==> src/rtl/fade_pkg.sv <==
package fade_pkg;

    typedef enum logic [2:0] {
        OP_NONE,
        OP_MUTE,
        OP_FULL,
        OP_ATTEN,
        OP_DOWN,
        OP_UP
    } fade_op_e;

    typedef enum logic [1:0] {
        ST_MUTE,
        ST_RAMP,
        ST_FULL
    } lvl_state_e;

    // Bit 3 of the command code carries no meaning.
    function automatic fade_op_e decode_op(input logic [3:0] code);
        fade_op_e op;
        casez (code[2:0])
            3'b000:  op = OP_MUTE;
            3'b001:  op = OP_FULL;
            3'b01?:  op = OP_ATTEN;
            3'b100:  op = OP_DOWN;
            3'b101:  op = OP_UP;
            default: op = OP_NONE;
        endcase
        return op;
    endfunction

endpackage

==> src/rtl/fade_level_fsm.sv <==
module fade_level_fsm
    import fade_pkg::*;
#(
    parameter int LVL_MAX = 32,
    parameter int ATT_LVL = 16,
    parameter int LVL_W   = 6
) (
    input  logic             clk,
    input  logic             rst_n,
    input  logic             cmd_vld,
    input  logic [3:0]       cmd_code,
    output logic [LVL_W-1:0] lvl,
    output lvl_state_e       state
);

    localparam logic [LVL_W-1:0] TOP = LVL_W'(LVL_MAX);
    localparam logic [LVL_W-1:0] ATT = LVL_W'(ATT_LVL);

    fade_op_e          op;
    logic [LVL_W-1:0]  lvl_nxt;
    lvl_state_e        st_nxt;

    always_comb begin
        op      = cmd_vld ? decode_op(cmd_code) : OP_NONE;
        lvl_nxt = lvl;
        st_nxt  = state;
        unique case (op)
            OP_MUTE: begin
                lvl_nxt = '0;
                st_nxt  = ST_MUTE;
            end
            OP_FULL: begin
                lvl_nxt = TOP;
                st_nxt  = ST_FULL;
            end
            OP_ATTEN: begin
                lvl_nxt = ATT;
                st_nxt  = ST_RAMP;
            end
            OP_UP: begin
                unique case (state)
                    ST_FULL: lvl_nxt = lvl;
                    default: begin
                        lvl_nxt = lvl + 1'b1;
                        st_nxt  = (lvl_nxt == TOP) ? ST_FULL : ST_RAMP;
                    end
                endcase
            end
            OP_DOWN: begin
                unique case (state)
                    ST_MUTE: lvl_nxt = lvl;
                    default: begin
                        lvl_nxt = lvl - 1'b1;
                        st_nxt  = (lvl_nxt == '0) ? ST_MUTE : ST_RAMP;
                    end
                endcase
            end
            default: begin
                lvl_nxt = lvl;
                st_nxt  = state;
            end
        endcase
    end

    always_ff @(posedge clk) begin
        if (!rst_n) begin
            state <= ST_MUTE;
            lvl   <= '0;
        end else begin
            state <= st_nxt;
            lvl   <= lvl_nxt;
        end
    end

    p_state_match_r2: assert property (@(posedge clk) disable iff (!rst_n)
        ((state == ST_MUTE) == (lvl == '0)) && ((state == ST_FULL) == (lvl == TOP)));

    p_up_step_r5: assert property (@(posedge clk) disable iff (!rst_n)
        (cmd_vld && cmd_code[2:0] == 3'b101 && lvl < TOP) |=> lvl == $past(lvl) + 1'b1);

    p_up_sat_r5: assert property (@(posedge clk) disable iff (!rst_n)
        (cmd_vld && cmd_code[2:0] == 3'b101 && lvl == TOP) |=> lvl == TOP);

    p_down_step_r6: assert property (@(posedge clk) disable iff (!rst_n)
        (cmd_vld && cmd_code[2:0] == 3'b100 && lvl != '0) |=> lvl == $past(lvl) - 1'b1);

    p_down_sat_r6: assert property (@(posedge clk) disable iff (!rst_n)
        (cmd_vld && cmd_code[2:0] == 3'b100 && lvl == '0) |=> lvl == '0);

    p_idle_hold_r7: assert property (@(posedge clk) disable iff (!rst_n)
        (!cmd_vld || cmd_code[2:1] == 2'b11) |=> $stable(lvl));

    p_level_bound_r8: assert property (@(posedge clk) disable iff (!rst_n)
        lvl <= TOP);

endmodule

==> src/rtl/fade_gain_lut.sv <==
module fade_gain_lut #(
    parameter int LVL_MAX   = 32,
    parameter int LVL_W     = 6,
    parameter int MANT_W    = 3,
    parameter int GAIN_FRAC = 15
) (
    input  logic [LVL_W-1:0]   lvl,
    output logic [GAIN_FRAC:0] gain
);

    localparam int GAIN_W   = GAIN_FRAC + 1;
    localparam int MANT_ONE = 1 << (MANT_W + 1);
    localparam int TOP_SH   = GAIN_FRAC - MANT_W - 1;

    logic [LVL_W-1:0]  atten;
    logic [LVL_W-1:0]  octave;
    logic [GAIN_W-1:0] mant;

    always_comb begin
        atten  = LVL_W'(LVL_MAX) - lvl;
        octave = atten >> MANT_W;
        mant   = GAIN_W'(MANT_ONE) - GAIN_W'(atten[MANT_W-1:0]);
        if (lvl == '0) begin
            gain = '0;
        end else begin
            gain = (mant << TOP_SH) >> octave;
        end
    end

endmodule

==> src/rtl/fade_scaler.sv <==
module fade_scaler #(
    parameter int DATA_W    = 16,
    parameter int GAIN_FRAC = 15
) (
    input  logic signed [DATA_W-1:0] sample,
    input  logic        [GAIN_FRAC:0] gain,
    output logic signed [DATA_W-1:0] scaled
);

    localparam int GAIN_W = GAIN_FRAC + 1;
    localparam int PW     = DATA_W + GAIN_W + 1;

    logic signed [PW-1:0] prod;
    logic signed [PW-1:0] biased;

    always_comb begin
        prod   = PW'(sample) * $signed(PW'(gain));
        biased = prod + (prod[PW-1] ? PW'((1 << GAIN_FRAC) - 1) : PW'(0));
        scaled = DATA_W'(biased >>> GAIN_FRAC);
    end

endmodule

==> src/rtl/pcm_fade_ctl.sv <==
module pcm_fade_ctl
    import fade_pkg::*;
#(
    parameter int DATA_W  = 16,
    parameter int MANT_W  = 3,
    parameter int OCTAVES = 4,
    parameter int ATT_OCT = 2
) (
    input  logic              clk,
    input  logic              rst_n,
    input  logic              cmd_vld,
    input  logic [3:0]        cmd_code,
    input  logic              in_vld,
    input  logic [DATA_W-1:0] in_left,
    input  logic [DATA_W-1:0] in_right,
    output logic              out_vld,
    output logic [DATA_W-1:0] out_left,
    output logic [DATA_W-1:0] out_right
);

    localparam int LVL_MAX   = OCTAVES << MANT_W;
    localparam int ATT_LVL   = LVL_MAX - (ATT_OCT << MANT_W);
    localparam int LVL_W     = $clog2(LVL_MAX + 1);
    localparam int GAIN_FRAC = DATA_W - 1;
    localparam int NCH       = 2;

    logic [LVL_W-1:0]            lvl;
    lvl_state_e                  state;
    logic [GAIN_FRAC:0]          gain;
    logic [NCH-1:0][DATA_W-1:0]  smp_in;
    logic [NCH-1:0][DATA_W-1:0]  smp_sc;

    fade_level_fsm #(
        .LVL_MAX (LVL_MAX),
        .ATT_LVL (ATT_LVL),
        .LVL_W   (LVL_W)
    ) u_fsm (
        .clk      (clk),
        .rst_n    (rst_n),
        .cmd_vld  (cmd_vld),
        .cmd_code (cmd_code),
        .lvl      (lvl),
        .state    (state)
    );

    fade_gain_lut #(
        .LVL_MAX   (LVL_MAX),
        .LVL_W     (LVL_W),
        .MANT_W    (MANT_W),
        .GAIN_FRAC (GAIN_FRAC)
    ) u_lut (
        .lvl  (lvl),
        .gain (gain)
    );

    assign smp_in[0] = in_left;
    assign smp_in[1] = in_right;

    for (genvar ch = 0; ch < NCH; ch++) begin : g_ch
        fade_scaler #(
            .DATA_W    (DATA_W),
            .GAIN_FRAC (GAIN_FRAC)
        ) u_scl (
            .sample (smp_in[ch]),
            .gain   (gain),
            .scaled (smp_sc[ch])
        );
    end

    always_ff @(posedge clk) begin
        if (!rst_n) begin
            out_vld   <= 1'b0;
            out_left  <= '0;
            out_right <= '0;
        end else begin
            out_vld <= in_vld;
            if (in_vld) begin
                out_left  <= smp_sc[0];
                out_right <= smp_sc[1];
            end
        end
    end

    function automatic logic [DATA_W:0] mag(input logic [DATA_W-1:0] v);
        logic signed [DATA_W:0] w;
        w = $signed({v[DATA_W-1], v});
        return (w < 0) ? (DATA_W+1)'(-w) : (DATA_W+1)'(w);
    endfunction

    p_mute_zero_r9: assert property (@(posedge clk) disable iff (!rst_n)
        (in_vld && state == ST_MUTE) |=> (out_left == '0 && out_right == '0));

    p_unity_r3: assert property (@(posedge clk) disable iff (!rst_n)
        (in_vld && state == ST_FULL) |=>
            (out_left == $past(in_left) && out_right == $past(in_right)));

    p_no_growth_r9: assert property (@(posedge clk) disable iff (!rst_n)
        in_vld |=> (mag(out_left) <= mag($past(in_left)) &&
                    mag(out_right) <= mag($past(in_right))));

    p_latency_r10: assert property (@(posedge clk) disable iff (!rst_n)
        in_vld |=> out_vld);

    p_idle_out_r10: assert property (@(posedge clk) disable iff (!rst_n)
        !in_vld |=> !out_vld);

endmodule

==> config.mk <==
export PLATFORM = sky130hd
export DESIGN_NAME = pcm_fade_ctl
export DESIGN_NICKNAME = d
export VERILOG_FILES = /design/src/rtl/fade_pkg.sv /design/src/rtl/fade_level_fsm.sv /design/src/rtl/fade_gain_lut.sv /design/src/rtl/fade_scaler.sv /design/src/rtl/pcm_fade_ctl.sv
export SDC_FILE = /design/constraint.sdc
export NUM_CORES = 1
export LEC_CHECK = 0
export BUFFER_PORTS_ARGS = -buffer_cell sky130_fd_sc_hd__buf_4
export CORE_MARGIN = 3
export CORE_UTILIZATION = 36
export CTS_CLUSTER_SIZE = 10
export DETAILED_ROUTE_END_ITERATION = 12
export PLACE_DENSITY = 0.63
export SLEW_MARGIN = 15
export SYNTH_ARGS = -nofsm -noshare
export SYNTH_HDL_FRONTEND = slang
export SYNTH_SLANG_ARGS = --single-unit
==> constraint.sdc <==
create_clock -name clk -period 10.44 [get_ports clk]
set_input_delay 1.566 -clock clk [delete_from_list [all_inputs] [get_ports clk]]
set_output_delay 1.566 -clock clk [all_outputs]
set_load 0.01 [all_outputs]
Word-level counts from Yosys, hierarchy flattened

Index checks and enable logic that the tools add are counted.

Flip-flop bits (word level): 41
Bits of input ports: 40
Output and inout port bits: 33
Logic and storage cells: 46

$add $sub $neg: 6
$mul: 2
Equal/unequal tests: 13
Shift-type cells: 1
Muxes and demuxes: 13
Reductions and logical operators: 6

Operators by type and width:

| kind                                                | number |
|---|---|
| multiplier 16 x 17 -> 33 bit                        | 2 |
| adder 31 bit                                        | 2 |
| 2-to-1 mux 15 bit                                   | 2 |
| case mux 6 bit (5 select lines)                     | 1 |
| 2-to-1 mux 16 bit                                   | 1 |
| >> shifter 16 x 3 -> 16 bit                         | 1 |
| case mux 3 bit (5 select lines)                     | 1 |
| equality test 3 bit, second input constant          | 4 |
| logical NOT 6 bit                                   | 2 |
| 2-to-1 mux 6 bit                                    | 2 |
| case mux 2 bit (5 select lines)                     | 1 |
| adder 6 x 1 -> 6 bit, second input constant         | 1 |
| equality test 3 x 1 -> 1 bit, second input constant | 2 |
| equality test 3 x 2 -> 1 bit, second input constant | 2 |
| equality test 6 bit, second input constant          | 1 |
| 2-to-1 mux 2 bit                                    | 3 |
| subtractor 6 x 1 -> 6 bit, second input constant    | 1 |
| subtractor 6 bit, first input constant              | 1 |
| nonzero test 5 bit                                  | 1 |
| subtractor 5 x 3 -> 5 bit, first input constant     | 1 |
| != test 2 bit, second input constant                | 2 |
| logical NOT 3 bit                                   | 1 |
| 2-to-1 mux 3 bit                                    | 1 |
| AND reduction 3 bit                                 | 1 |
| 4 further kinds                                     | 4 |

Longest topological paths before layout

Depth after elaboration: 7
Gate-level depth with buffers: 41
Depth with buffers taken out: 38

Modules after synthesis

From an unflattened synthesis, not the netlist that was laid out.

Cells, all modules: 2510
Area total of the unflattened synthesis: 21405.5 µm²

Modules (own cells, without submodules):

| module                       | times used | cells each | area an instance (µm²) | seq. area each (µm²) |
|---|---|---|---|---|
| fade_scaler at g_ch[0].u_scl | 1          | 1122       | 9465.3                 | 0.0 |
| fade_scaler at g_ch[1].u_scl | 1          | 1103       | 9376.5                 | 0.0 |
| pcm_fade_ctl                 | 1          | 105        | 1270.0                 | 660.6 |
| fade_level_fsm               | 1          | 104        | 774.5                  | 160.2 |
| fade_gain_lut                | 1          | 76         | 519.2                  | 0.0 |

Worst setup path before layout

Ideal clock, no wire load.

Path kind: register to register
Start: register u_fsm.lvl[0]
End: register out_right[15]
Setup time: 79 ps
Arrival time: 9678 ps
Required time: 10361 ps
Slack: 683 ps
Stages on the path, launching flop included: 40
Path buffers: 3
Clock period less this slack: 9757 ps
Cells stage by stage: dfxtp_1 > buf_2 > clkinv_1 > ha_1 > ha_1 > inv_1 > ha_1 > a21oi_1 > o22ai_1 > mux2i_1 > nor2_1 > clkbuf_1 > nand2_1 > fa_1 > fa_1 > inv_1 > fa_1 > fa_1 > [4 not listed] > ha_1 > clkbuf_1 > a21oi_1 > o21ai_0 > a2111oi_0 > o31a_1 > a21oi_1 > or2_2 > ha_1 > a21o_1 > nand2_1 > nor4_1 > o311ai_2 > nor4_4 > nand4_1 > nor4_2 > mux2_1 > o211ai_1

Longest elaborated chain between the ends: 7
Elaborated cells on any way between the ends: 8
Classes of those cells: add/sub: 3; mul: 1; shift: 1; mux: 2; reduce/logical: 1

RTL lines:

| item                             | line                 | text |
|---|---|---|
| start, declared                  | fade_level_fsm.sv:12 | `output logic [LVL_W-1:0] lvl,` |
| start signal, assigned           | fade_level_fsm.sv:71 | `lvl <= lvl_nxt;` |
| subtractor 6 bit                 | fade_gain_lut.sv:20  | `atten = LVL_W'(LVL_MAX) - lvl;` |
| subtractor 5 x 3 -> 5 bit        | fade_gain_lut.sv:22  | `mant = GAIN_W'(MANT_ONE) - GAIN_W'(atten[MANT_W-1:0]);` |
| >> shifter 16 x 3 -> 16 bit      | fade_gain_lut.sv:26  | `gain = (mant << TOP_SH) >> octave;` |
| 2-to-1 mux 16 bit (*)            | fade_gain_lut.sv:23  | `if (lvl == '0) begin` |
| multiplier 16 x 17 -> 33 bit (*) | fade_scaler.sv:17    | `prod = PW'(sample) * $signed(PW'(gain));` |
| 2-to-1 mux 15 bit                | fade_scaler.sv:18    | `biased = prod + (prod[PW-1] ? PW'((1 << GAIN_FRAC) - 1) : PW'(0));` |
| adder 31 bit (*)                 | fade_scaler.sv:18    |  |
| end signal, assigned             | pcm_fade_ctl.sv:79   | `out_right <= smp_sc[1];` |
| end, declared                    | pcm_fade_ctl.sv:18   | `output logic [DATA_W-1:0] out_right` |

Every way passes the cells marked *; elsewhere a longest branch is shown, timed or not.
A chain may end at the register's enable or synchronous reset.

Worst setup path in the final report

Ends and elaborated chain as after synthesis.

==> results.json <==
{
  "drive_gt1_share_pct": 8.20,
  "die_h_um": 223,
  "drtIter0Drc": 688,
  "syn_to_final_growth_pct": 9.47,
  "slew_violations": 0,
  "crit_arrival_ns": 10.13,
  "nets": 2609,
  "die_w_um": 223,
  "power.density_mw_per_mm2": 72.7,
  "cts_sinks": 41,
  "grt_pass1_wl_mm": 69.6,
  "worstMarginPinSlew_ns": 0.861,
  "wirelength_mm": 40.3,
  "gp_congestion": 0.868,
  "drc": 0,
  "cts_tree": "yes",
  "finClkSkew_ns": 0.00500,
  "fin_crit_ns": 9.90,
  "syn_inst": 2022,
  "core_sq_mm": 0.0459,
  "dr.pass1.iters": 5,
  "grt_pass1_vias": 14300,
  "relSlewSlack_pct": 42.6,
  "vias_per_cell": 5.12,
  "register_area_sq_um": 821,
  "synth-edff-count": 0,
  "synthDominantCellAreaShare_pct": 33.7,
  "cts_buffers": 5,
  "insertion_delay_ns": 0.30,
  "yosys.cell_types.count": 67,
  "async_flop_share_pct": 0,
  "syn-num-nets": 2581,
  "ant_nets": 0,
  "status": "finished clean",
  "synth_area_leaders": "fa_1 34%, ha_1 17%, inv_1 8.6%",
  "timing.max_cap.violations": 0,
  "period_share_pct": 94.8,
  "overflow": 0,
  "synth_area_leader_cell": "fa_1",
  "fill_cells": 4607,
  "setup_viol": 0,
  "hpwl_mm": 33.2,
  "io_buffers": 71,
  "grtUsageTotal_pct": 16.8,
  "htreeDepth": 2,
  "leakagePower_uw": 0.00935,
  "cpMostUsedCell": "fa_1",
  "antenna_found_initial": 0,
  "setup_tns_ns": 0,
  "seq_area_frac_synth_pct": 4.86,
  "ios": 73,
  "end_kind": "flop",
  "ys.flop_type": "dfxtp_1",
  "path_class": "flop to flop",
  "critical-path-max-stage-delay_ns": 0.56,
  "syn_avg_cell_area_sq_um": 8.35,
  "grt_max_degree": 61,
  "row_count": 78,
  "worst_hold_path_type": "flop to flop",
  "cts-root-buf": "clkbuf_16",
  "die-area_sq_mm": 0.0496,
  "final_hold_viol_count": 0,
  "yosysWarnings": 0,
  "vias": 13600,
  "crit_fanout": 9,
  "startpoint_type": "flop",
  "postLayoutCellArea_sq_mm": 0.0185,
  "synth_area_sq_mm": 0.0169,
  "ys_seq_elements": 41,
  "start_util_pct": 36.8,
  "multi_input_area_sq_mm": 0.0144,
  "worst_ep_required_time_ns": 10.67,
  "placed_area_sq_mm": 0.0182,
  "clock_path_buffers": 2,
  "antenna_cells": 0,
  "max_freq_mhz": 101,
  "routedWlPerCell_um": 15.2,
  "ir_worst_vdd_mv": 0.0501,
  "slowest_stage": "or4_4",
  "clk_pin_slew_ns": 0.06
}
[where the power goes]
group          internal (uW)  leakage, uW  total, uW  switching (uW)
Combinational            396      0.00894        970             573
Sequential               178     0.000339        191            12.5
Clock                    111    0.0000797        184            72.9
[per-stage QoR]
stage	hold WS [ns]	cells	util, %	worst slack [ns]	total power [uW]
final	0.486	2650	40.3	0.540	1340
after global routing	0.511	2650	40.3	-0.0228	1490
after CTS	0.490	2646	40.0	0.189	1350
after detailed placement	0.481	2639	39.7	0.240	1150
after global placement	0.482	2639	39.7	0.311	1130
after floorplan	0.478	2022	-	0.683	895
[placed cells by master, fill, tap and decap left out, drive strengths merged, types with 5 or more instances in the layout]
master,instances
inv,387
fa,284
ha,235
nand2,234
and2,172
buf,117
nor2,82
a21oi,77
o21ai,58
xnor2,50
dfxtp,41
nand3,28
nor3,27
xor2,26
and3,25
a211oi,18
nand2b,16
a21o,15
nor2b,13
nor4,11
nand4,10
o211ai,8
or3,8
o21bai,8
a31oi,7
o21a,6
o22ai,6
clkbuf,5
a2111oi,5
or2,5
nor4b,5
[final cells by class]
| cell class | instances | share of cell area, % |
|---|---|---|
| multi-input combinational | 1495 | 77.8 |
| timing repair buffer | 117 | 4.93 |
| inverter | 390 | 7.92 |
| sequential | 41 | 4.44 |
| clock buffer | 5 | 0.677 |
| tap | 600 | 4.06 |
| clock inverter | 2 | 0.189 |
[metal layers]
metal | track usage [%] | vias to the layer above | part of all wire (%)
met5 | 0 | - | 0
met4 | 3.90 | 0 | 1.9
met3 | 1.82 | 35 | 4.4
met2 | 28.7 | 281 | 48
met1 | 23.0 | 6835 | 45
li1 | - | 6414 | -
[cell families after synthesis]
group	share of synthesized area (%)
AOI/OAI and AO/OA	9.35
DFF	4.86
xor gates and xnor gates	3.94
and+or+nand+nor	19.7
adders and majority gates	51.1
buffers and inverters	10.8
muxes	0.244
[Yosys cell counts, types with 4 or more instances]
cell type / count
nand4_1: 9
nand3_1: 28
o2111ai_1: 4
o21ai_0: 55
ha_1: 235
nor2_1: 82
and3_1: 25
o211ai_1: 8
nor3_1: 27
fa_1: 284
nand2_1: 234
dfxtp_1: 41
clkbuf_1: 94
a211oi_1: 18
o22ai_1: 6
or2_2: 4
nand3b_1: 4
a21oi_1: 77
nand4b_1: 4
inv_1: 387
nand2b_1: 16
nor4_1: 7
xor2_1: 26
nor2b_1: 13
o21a_1: 6
a21o_1: 15
xnor2_1: 50
and2_1: 172
o21bai_1: 8
a31oi_1: 7
a2111oi_0: 4
or3_1: 8
[critical path: cells and delay by family, from the launching register on]
kind | cells | cell delay, ns
flip-flops | 1 | 0.31
adder cells (fa/ha/maj) | 8 | 3.65
AND/OR/NAND/NOR | 15 | 4.07
multiplexers | 1 | 0.35
buffers and inverters | 6 | 0.62
XOR/XNOR | 1 | 0.30
AO/OA/AOI/OAI | 4 | 0.50
[sequential cells by signal (all words and copies together) (netlist names)]
register / flops
u_fsm.lvl: 6
u_fsm.state: 2
out_vld: 1
out_right: 16
out_left: 16
[worst paths after layout]
kind                             start  depth (start not counted)  slack (ns)                         end
min reg2reg   out_left[7]$_SDFFE_PN0P_                          2        0.49    out_left[7]$_SDFFE_PN0P_
max          u_fsm.lvl[0]$_SDFFE_PN0P_                         35        0.54  out_right[15]$_SDFFE_PN0P_
max reg2reg  u_fsm.lvl[0]$_SDFFE_PN0P_                         35        0.54  out_right[15]$_SDFFE_PN0P_
min           out_left[7]$_SDFFE_PN0P_                          2        0.49    out_left[7]$_SDFFE_PN0P_
[timing repair]
| action | 4_1_cts | 5_1_grt |
|---|---|---|
| buffers inserted | 0 | 4 |
| hold endpoints to repair | 0 | 0 |
| endpoints found under the setup margin | 0 | 26 |
| resized for setup | 0 | 20 |
| hold buffers | 0 | 0 |
(Power assumes the default switching activity.)
